### config.mk
export PLATFORM = sky130hd
export DESIGN_NAME = sdr_bank_track
export DESIGN_NICKNAME = d
export VERILOG_FILES = /design/src/rtl/sdr_chk_pkg.sv /design/src/rtl/sdr_bank_track.sv
export SDC_FILE = /design/constraint.sdc
export NUM_CORES = 1
export LEC_CHECK = 0
export BUFFER_PORTS_ARGS = -buffer_cell sky130_fd_sc_hd__buf_4
export CAP_MARGIN = 20
export CORE_MARGIN = 5
export CORE_UTILIZATION = 40
export CTS_CLUSTER_DIAMETER = 30
export DETAILED_ROUTE_END_ITERATION = 6
export HOLD_SLACK_MARGIN = 0.15
export MAX_ROUTING_LAYER = met4
export SLEW_MARGIN = 20
export SYNTH_ARGS = -nofsm -noshare
export SYNTH_HDL_FRONTEND = slang
export SYNTH_SLANG_ARGS = --single-unit
### constraint.sdc
create_clock -name clk -period 2.2 [get_ports clk]
set_input_delay 0.22 -clock clk [delete_from_list [all_inputs] [get_ports clk]]
set_output_delay 0.22 -clock clk [all_outputs]
set_load 0.05 [all_outputs]
### src/rtl/sdr_chk_pkg.sv
// Package: shared command and bank-state types for the SDRAM legality monitor.
// Assumes: two-bank device, commands sampled on every rising clock edge.
package sdr_chk_pkg;

    typedef enum logic [3:0] {
        C_DESL, C_NOP, C_BST, C_READ, C_WRIT, C_ACT, C_PRE, C_REF, C_MRS
    } sdr_cmd_t;

    typedef enum logic [2:0] {
        ST_IDLE   = 3'd0,
        ST_ACTIVE = 3'd1,
        ST_WREC   = 3'd2,
        ST_WRECAP = 3'd3,
        ST_PRECHG = 3'd4,
        ST_REFR   = 3'd5,
        ST_MODE   = 3'd6,
        ST_PDOWN  = 3'd7
    } bank_st_t;

    localparam int ST_W = 3;

endpackage

### src/rtl/sdr_bank_track.sv
// Module: sdr_bank_track
// Holds one bank's state and recovery counter, and judges whether the current
// command is legal for this bank.
// Assumes: the top decides 'apply' (command accepted) and the device-wide
// events (refresh, mode set, power down entry); this block only follows them.
module sdr_bank_track
    import sdr_chk_pkg::*;
#(
    parameter int IDX  = 0,
    parameter int BAW  = 1,
    parameter int CW   = 4,
    parameter int TDPL = 2,
    parameter int TRP  = 3,
    parameter int TRC  = 8,
    parameter int TMRD = 2
) (
    input  logic           clk,
    input  logic           rst_n,
    input  sdr_cmd_t       cmd,
    input  logic [BAW-1:0] ba,
    input  logic           a10,
    input  logic           apply,
    input  logic           go_ref,
    input  logic           go_mrs,
    input  logic           go_pd,
    input  logic           cke,
    output bank_st_t       state,
    output logic           ill
);

    logic [CW-1:0] cnt;
    logic          hit;
    logic          noop;
    logic          timed;

    // Purpose: is this bank the target of the present command.
    always_comb begin
        hit  = ((cmd == C_PRE) && a10) || (ba == BAW'(IDX));
        noop = (cmd == C_DESL) || (cmd == C_NOP) || (cmd == C_BST);
        timed = (state == ST_WREC) || (state == ST_WRECAP) || (state == ST_PRECHG)
              || (state == ST_REFR) || (state == ST_MODE);
    end

    // Purpose: legality of the present command as seen from this bank.
    always_comb begin
        ill = 1'b0;
        if ((state == ST_REFR) || (state == ST_MODE)) begin
            ill = !noop;
        end else if (state == ST_PDOWN) begin
            ill = 1'b0;
        end else if ((cmd == C_REF) || (cmd == C_MRS)) begin
            ill = (state != ST_IDLE);
        end else if (hit && !noop) begin
            case (state)
                ST_IDLE:   ill = (cmd == C_READ) || (cmd == C_WRIT);
                ST_ACTIVE: ill = (cmd == C_ACT);
                ST_WREC:   ill = (cmd == C_ACT) || (cmd == C_PRE);
                default:   ill = 1'b1;
            endcase
        end
    end

    // Purpose: advance the bank state and its recovery counter.
    always_ff @(posedge clk) begin
        if (!rst_n) begin
            state <= ST_IDLE;
            cnt   <= '0;
        end else if (go_pd) begin
            state <= ST_PDOWN;
        end else if (state == ST_PDOWN) begin
            if (cke) state <= ST_IDLE;
        end else if (go_ref) begin
            state <= ST_REFR;
            cnt   <= CW'(TRC - 1);
        end else if (go_mrs) begin
            state <= ST_MODE;
            cnt   <= CW'(TMRD - 1);
        end else if (apply && hit && !noop) begin
            case (cmd)
                C_ACT: state <= ST_ACTIVE;
                C_READ: begin
                    if (a10) begin
                        state <= ST_PRECHG;
                        cnt   <= CW'(TRP - 1);
                    end else begin
                        state <= ST_ACTIVE;
                    end
                end
                C_WRIT: begin
                    state <= a10 ? ST_WRECAP : ST_WREC;
                    cnt   <= CW'(TDPL - 1);
                end
                C_PRE: begin
                    if (state == ST_ACTIVE) begin
                        state <= ST_PRECHG;
                        cnt   <= CW'(TRP - 1);
                    end
                end
                default: state <= state;
            endcase
        end else if (timed) begin
            if (cnt != '0) begin
                cnt <= cnt - 1'b1;
            end else begin
                case (state)
                    ST_WREC:   state <= ST_ACTIVE;
                    ST_WRECAP: begin
                        state <= ST_PRECHG;
                        cnt   <= CW'(TRP - 1);
                    end
                    default:   state <= ST_IDLE;
                endcase
            end
        end
    end

endmodule

==> impl_metrics.ini, run 1 <==
[worst_hold_path]
hold_path_depth = 3
hp-start = rst_n
hold_class = primary input to flop
holdPathEnd = state[1]

[place]
gp_congestion = 0.885
hpwl_mm = 1.85
dpl.cell_count = 159
portBuffers = 16

[power]
cellPowerDensity_nw_per_um2 = 482
leakagePower_nw = 0.412
peakVddDrop_v = 0.000339

[grt]
grt_pass1_wl_mm = 4.02
grt.overflow.total = 0
grt_pass1_vias = 940
grtUsageTotal_pct = 15.3
grt_max_degree = 16
antenna_found_initial = 0

[sta]
grt_setup_unrepaired = false
fmax_mhz = 530
hold_violations = 0
finalCritPeriodShare_pct = 85.7
finalSetupViolCount = 0
tns_ns = 0
tightest_slew_ns = 0.424
maxSlewHeadroom_pct = 71.0
clock_skew_ns = 0.00296
slew_viol_final = 0
period_minus_slack_ns = 1.89

[routing]
via_per_inst = 5.92
wirelength_mm = 2.36
first_pass_iters = 4
postRouteAntennaNets = 0
drt_drc_violations_left = 0
wire_per_inst_microns = 14.5
num_vias = 965
drt-initial-drc-count = 37

[layout]
fill_cells = 191
final_common_cell = buf_4
drive_above_1_share_pct = 24.3
n_antenna_cell = 0
final_cells = 163
nets = 151
layout_common_cells = 21 x buf_4, 13 x nand2_1, 9 x inv_1, 9 x o21ai_0, 7 x dfxtp_1
area_growth_pct = 22.7

[clock_network]
cts_made_buffers = 3
cts-resized-gates = 0
ctsHoldBuffers = 0
clk_transition_reported_paths_ns = 0.05
clockBufferDepth = 2
cts.sinks = 7
postCtsSetupBuffers = 0
clockRootBuffer = clkbuf_4
cts_tree = built
insertion_delay_ns = 0.25
cts.htree.levels = 1

[setup_path]
critical_path.max_stage_delay_ns = 0.49
cp-end-kind = flop
cp.required_ns = 2.34
path_cells = buf_4 > or3b_1 > o22ai_1 > o211ai_1 > and3_1 > o221a_2
cp-start-kind = primary input
cp_num_buf_inv = 1
path_max_fanout = 13
cp_slowest_cell = or3b_1
path_class = primary input to flop
rr_endpoint = cnt[2]
r2r-start = state[1]
rr_worst_depth = 5
rrSetupSlack_ns = 0.38
crit_arrival_ns = 2.02
crit_cells = 6
crit_family = compound AO/OA/AOI/OAI gates

[synthesis]
yosys_register_bits = 7
synth_cell_types = 47
syn-num-nets = 132
async_flop_share_pct = 0
ys_seq_area_share_pct = 16.5
synth_edf_count = 0
synthesis.area_sq_um = 847
synthFlopType = dfxtp_1
avgSynthCellArea_sq_um = 7.18
ys.warnings.count = 0
synth_cells = 118

[die]
num_rows = 16
coreArea_sq_um = 1980
dieArea_sq_um = 3140
initial_core_util_pct = 42.7
fp.dieH_microns = 56.0
dieWidth_microns = 56.0
io_pins = 17

[flow_run]
drv_cap = 0

[outcome]
status = completed
==> kinds of logic after synthesis <==
family	after synthesis	synth area share [%]
AO/OA/AOI/OAI	41	36.3
XOR/XNOR	1	1.03
adder cells (fa/ha/maj)	3	3.84
buffers and inverters	16	7.53
flip-flops	7	16.5
multiplexers	4	5.46
AND/OR/NAND/NOR	46	29.2
==> per-stage QoR <==
step | setup slack (ns) | instance area, sq um | power (mW) | hold slack, ns | utilization (%)
floorplan | 0.0373 | 852 | 0.312 | 0.369 | -
global placement | 0.106 | 1010 | 0.382 | 0.465 | 51.1
detailed placement | 0.0875 | 1010 | 0.385 | 0.473 | 51.1
CTS | 0.333 | 1040 | 0.505 | 0.259 | 52.5
global route | 0.191 | 1040 | 0.540 | 0.282 | 52.5
finish | 0.314 | 1040 | 0.501 | 0.263 | 52.5
==> worst min-delay path: cells and delay by family <==
family	cells	cell delay, ns
compound gates	1	0.06
buf+inv	1	0.14
simple gates	1	0.06
==> flip-flops by register name (all words and copies together) (netlist names) <==
name   flops
state      3
cnt        4
==> power by group <==
part	internal [mW]	switching, mW	total (mW)	leakage (nW)
clock	0.0693	0.0482	0.117	0.0150
combinational	0.101	0.134	0.234	0.338
sequential	0.139	0.0111	0.150	0.0582
==> worst max-delay path by stage <==
stage	start	endpoint	slack [ns]
after CTS	cmd[0]	cnt[0]	0.33
after floorplan	state[0]	cnt[2]	0.04
final	cmd[0]	cnt[2]	0.31
after detailed placement	cmd[0]	cnt[2]	0.09
after global placement	cmd[0]	cnt[2]	0.11
after global routing	cmd[0]	cnt[0]	0.19
==> area by class of cell <==
cell class | instances | area (sq um) | area share, %
multi-input combinational | 95 | 648 | 62.3
sequential | 7 | 140 | 13.5
tap | 27 | 33.8 | 3.25
clock buffer | 4 | 26.3 | 2.53
inverter | 9 | 33.8 | 3.25
timing repair buffer | 21 | 158 | 15.2
==> routing by layer <==
metal  track usage [%]  share of wire (%)
met4              3.73                  0
met1              20.5                 45
met3              2.78                5.2
met5                 -                  0
met2              23.9                 49
==> cell usage after synthesis (3+ instances only) <==
library cell  count  area share (%)
nand2_1          13             5.8
inv_1             9             4.0
o21ai_0           9             5.3
dfxtp_1           7              17
nor2_1            6             2.7
a21oi_1           5             3.0
clkbuf_1          4             1.8
nor3_1            4             2.4
buf_2             3             1.8
nand2b_1          3             2.2
nor2b_1           3             2.2
o22ai_1           3             2.2
o31ai_1           3             2.7
o41ai_1           3             3.1
No activity file was read; power rests on OpenSTA's default activity.
==> inputs of run 2 (changes only) <==
--- a/config.mk
+++ b/config.mk
@@ -7,12 +7,14 @@
 export LEC_CHECK = 0
 export BUFFER_PORTS_ARGS = -buffer_cell sky130_fd_sc_hd__buf_4
 export CAP_MARGIN = 20
+export CORE_ASPECT_RATIO = 0.75
 export CORE_MARGIN = 5
 export CORE_UTILIZATION = 40
 export CTS_CLUSTER_DIAMETER = 30
 export DETAILED_ROUTE_END_ITERATION = 6
 export HOLD_SLACK_MARGIN = 0.15
 export MAX_ROUTING_LAYER = met4
+export RECOVER_POWER = 25
 export SLEW_MARGIN = 20
 export SYNTH_ARGS = -nofsm -noshare
 export SYNTH_HDL_FRONTEND = slang
==> run 2 against run 1 <==
Net effect: die area grew 0.32%; routed wire length grew 4.7%; sequential power is essentially flat; hold slack lost 0.010 ns; sequential share of layout area grew 0.15 points; fmax grew 1.0%; global-route usage grew 1.4 points; critical path type unchanged; largest cell class unchanged; highest routed layer is now met4.
==> impl_metrics.ini, run 2 (same netlist as run 1, synthesis figures left out) <==
[clock_network]
cts-resized-gates = 0
cts_made_buffers = 3
cts_tree = built
insertion_delay_ns = 0.26
ctsHoldBuffers = 0
cts.htree.levels = 1
cts.sinks = 7
clk_transition_reported_paths_ns = 0.05
clockRootBuffer = clkbuf_4
clockBufferDepth = 2
postCtsSetupBuffers = 0

[setup_path]
cp-end-kind = flop
cp-start-kind = primary input
crit_arrival_ns = 2.08
critical_path.max_stage_delay_ns = 0.48
rrSetupSlack_ns = 0.35
cp.required_ns = 2.41
path_max_fanout = 13
path_class = primary input to flop
path_cells = buf_4 > or3b_1 > o22ai_1 > o211ai_1 > a31oi_4 > o221a_2
cp_slowest_cell = or3b_1

[layout]
drive_above_1_share_pct = 22.8
regMostFlops = cnt
n_antenna_cell = 0
largest_register_ffs = 4
layout_common_cells = 19 x buf_4, 13 x nand2_1, 9 x inv_1, 9 x o21ai_0, 7 x dfxtp_1
nets = 151
area_growth_pct = 21.4
final_common_cell = buf_4
fill_cells = 200
utilization_pct = 51.1
reg_top3 = cnt x4, state x3

[sta]
slew_viol_final = 0
period_minus_slack_ns = 1.87
tns_ns = 0
tightest_slew_ns = 0.599
finalCritPeriodShare_pct = 84.9
clock_skew_ns = 0.00443
grt_setup_unrepaired = false
hold_violations = 0
finalSetupViolCount = 0
fmax_mhz = 535
maxSlewHeadroom_pct = 60.3

[grt]
antenna_found_initial = 0
grtUsageTotal_pct = 16.8
grt_max_degree = 16
grt_pass1_vias = 864
grt.overflow.total = 0
grt_pass1_wl_mm = 4.09

[worst_hold_path]
hold_class = primary input to flop

[routing]
num_vias = 977
via_per_inst = 6.11
wire_per_inst_microns = 15.4
drt-initial-drc-count = 51
postRouteAntennaNets = 0
drt_drc_violations_left = 0
first_pass_iters = 5
wirelength_mm = 2.47

[die]
fp.dieH_microns = 49.9
num_rows = 14
io_pins = 17
initial_core_util_pct = 42.0
coreArea_sq_um = 2010
dieArea_sq_um = 3150
dieWidth_microns = 63.1

[power]
leakagePower_nw = 0.404
cellPowerDensity_nw_per_um2 = 494
peakVddDrop_v = 0.000286

[place]
gp_congestion = 0.904
hpwl_mm = 1.85
portBuffers = 16

[flow_run]
drv_cap = 0

[outcome]
status = completed
## run 2: cell count changes in the layout (fill, tap and decap cells not counted)
cell	previous run	this run
clkbuf_1	1	3
buf_4	21	19
## run 2: power by group
part           internal, mW  leakage (nW)  switching, mW  total (mW)
sequential            0.138        0.0582         0.0113       0.150
clock                0.0699        0.0150         0.0572       0.127
combinational        0.0973         0.331          0.134       0.231
total                 0.306         0.404          0.202       0.508
## run 2: worst paths after layout
kind | cells past startpoint | start | end
setup / recovery | 6 | cmd[0] | cnt[2]
hold / removal | 3 | go_pd | state[2]
setup reg to reg | 5 | state[1] | cnt[2]
hold reg to reg | 2 | cnt[1] | cnt[1]
## run 2: area by class of cell
| cell class | instances | area (sq um) | area share [%] |
|---|---|---|---|
| clock buffers | 4 | 26.3 | 2.55 |
| inverters | 9 | 33.8 | 3.28 |
| repair buffers | 21 | 150 | 14.6 |
| multi-input cells | 95 | 648 | 63.0 |
| flip-flops and latches | 7 | 140 | 13.6 |
| well taps | 24 | 30.0 | 2.92 |
## run 2: per-layer routing
metal	share of wire, %	global-route usage, %
met5	0	-
met4	1.2	4.24
met3	9.9	6.82
met2	41	22.5
met1	47	23.0
## run 2: critical path: cells and delay by family
| family | cells | cell delay [ns] |
|---|---|---|
| AO/OA/AOI/OAI | 4 | 1.22 |
| AND/OR/NAND/NOR | 1 | 0.48 |
| buffers and inverters | 1 | 0.15 |
## run 2: metrics by stage
| stage | instances | power (mW) | instance area, sq um | setup slack, ns | hold slack (ns) |
|---|---|---|---|---|---|
| floorplan | 118 | 0.312 | 852 | 0.0373 | 0.369 |
| global placement | 156 | 0.382 | 1010 | 0.112 | 0.458 |
| detailed placement | 156 | 0.383 | 1010 | 0.107 | 0.465 |
| CTS | 160 | 0.513 | 1040 | 0.339 | 0.243 |
| global route | 160 | 0.540 | 1030 | 0.248 | 0.265 |
| finish | 160 | 0.508 | 1030 | 0.332 | 0.253 |
==> inputs of run 3 (changes only) <==
==> constraint.sdc (replaced) <==
create_clock -name clk -period 1.8 [get_ports clk]
set_input_delay 0.18 -clock clk [delete_from_list [all_inputs] [get_ports clk]]
set_output_delay 0.18 -clock clk [all_outputs]
set_load 0.05 [all_outputs]
==> run 3 against run 2 <==
Net effect: core utilization up 4.5 points; largest power group unchanged; sequential share of layout area down 0.43 points; routed wire length down 1.9%; die area unchanged; register-to-register slack worse by 0.23 ns; hold slack worse by 0.054 ns; critical path depth up 1; power up 28%; combinational power up 29%.
==> impl_metrics.ini, run 3 (same netlist as run 1, synthesis figures left out) <==
[die]
fp.dieH_microns = 49.9
io_pins = 17
initial_core_util_pct = 42.0
dieWidth_microns = 63.1
dieArea_sq_um = 3150
coreArea_sq_um = 2010
num_rows = 14

[layout]
final_common_cell = buf_4
multi_input_area_sq_um = 667
layout_common_cells = 27 x buf_4, 13 x nand2_1, 9 x inv_1, 9 x o21ai_0
area_growth_pct = 32.1
reg_top3 = cnt x4, state x3
regArea_sq_um = 148
regMostFlops = cnt
nets = 158
drive_above_1_share_pct = 33.6
n_antenna_cell = 0
fill_cells = 194
largest_register_ffs = 4

[sta]
hold_violations = 0
finalCritPeriodShare_pct = 95.5
grt_setup_unrepaired = true
fmax_mhz = 582
period_minus_slack_ns = 1.72
maxSlewHeadroom_pct = 69.3
slew_viol_final = 0
tightest_slew_ns = 0.455
clock_skew_ns = 0.0147
setup_ws_ns = 0.0803
finalSetupViolCount = 0

[routing]
met2_length_microns = 953
postRouteAntennaNets = 0
met1_length_mm = 1.20
first_pass_iters = 4
wirelength_mm = 2.42
topRoutingLayerUsed = met4
wl_met3_microns = 258
num_vias = 1016
via_per_inst = 6.08
drt_drc_violations_left = 0
drt-initial-drc-count = 35
wire_per_inst_microns = 14.5

[place]
hpwl_mm = 1.87
gp_congestion = 0.887
pre_cts_ws_ns = -0.0401
portBuffers = 16

[flow_run]
drv_cap = 0

[worst_hold_path]
hold_path_depth = 3
hold_class = primary input to flop

[clock_network]
postCtsSetupBuffers = 0
insertion_delay_ns = 0.27
cts_made_buffers = 3
clockBufferDepth = 2
clockRootBuffer = clkbuf_4
clk_transition_reported_paths_ns = 0.07
cts.sinks = 7
cts_tree = built
ctsHoldBuffers = 0
cts.htree.levels = 1
cts-resized-gates = 1

[setup_path]
rr_worst_depth = 7
cp-start-kind = primary input
cp.required_ns = 1.62
path_class = primary input to primary output
crit_arrival_ns = 1.54
path_max_fanout = 11
cp-end-kind = primary output

[grt]
grt_pass1_wl_mm = 4.11
grt.overflow.total = 0
grtUsageTotal_pct = 16.7
antenna_found_initial = 0
grt_pass1_vias = 915
grt_max_degree = 12

[power]
leakagePower_nw = 0.452
power_frac_comb_pct = 45.8
switchingPower_mw = 0.254
cellPowerDensity_nw_per_um2 = 579
totalPowerFinal_mw = 0.648
peakVddDrop_v = 0.000494
p_sw_share_pct = 39.3
intPower_mw = 0.393
pwr-share-clk_pct = 24.4
share_seq_of_total_power_pct = 29.8

[outcome]
status = completed
[run 3: layout make-up]
type	count	share of cell area, %
inverter	9	3.02
sequential	7	13.2
tap	24	2.68
multi-input combinational	95	59.6
clock buffer	4	2.35
timing repair buffer	28	19.1
[run 3: path summary, 6_finish.rpt]
check                           startpoint        to  slack, ns
worst max-delay path                cmd[0]       ill       0.08
worst max register to register      cnt[0]  state[2]       0.12
worst min-delay path                 rst_n  state[1]       0.20
worst min register to register      cnt[1]    cnt[1]       0.47
[run 3: per-stage QoR]
step / util [%] / cells / TNS, ns / cell area [sq um] / hold WS, ns
after floorplan: - / 118 / 0 / 867 / 0.321
after global placement: 53.2 / 163 / -0.0248 / 1070 / 0.460
after detailed placement: 53.2 / 163 / -0.137 / 1070 / 0.470
after CTS: 54.8 / 167 / 0 / 1100 / 0.194
after global routing: 55.5 / 167 / -0.00334 / 1120 / 0.218
final: 55.5 / 167 / 0 / 1120 / 0.199
[run 3: metal layers]
| layer | vias to the layer above | track usage, % |
|---|---|---|
| met5 | - | - |
| met4 | 0 | 4.24 |
| met3 | 2 | 6.59 |
| met2 | 48 | 21.5 |
| met1 | 471 | 23.7 |
| li1 | 495 | - |
[run 3: power by group through the flow]
| stage | Clock [mW] | Combinational (mW) | Sequential, mW |
|---|---|---|---|
| after floorplan | 0 | 0.180 | 0.207 |
| after global placement | 0 | 0.283 | 0.194 |
| after detailed placement | 0 | 0.285 | 0.193 |
| after CTS | 0.159 | 0.287 | 0.190 |
| after global routing | 0.176 | 0.325 | 0.197 |
| final | 0.158 | 0.297 | 0.193 |
[run 3: critical path: stages]
cell     delay [ns]
buf_4          0.12
buf_4          0.16
nor4_2         0.27
a31oi_1        0.08
maj3_1         0.37
a22oi_2        0.18
buf_6          0.18
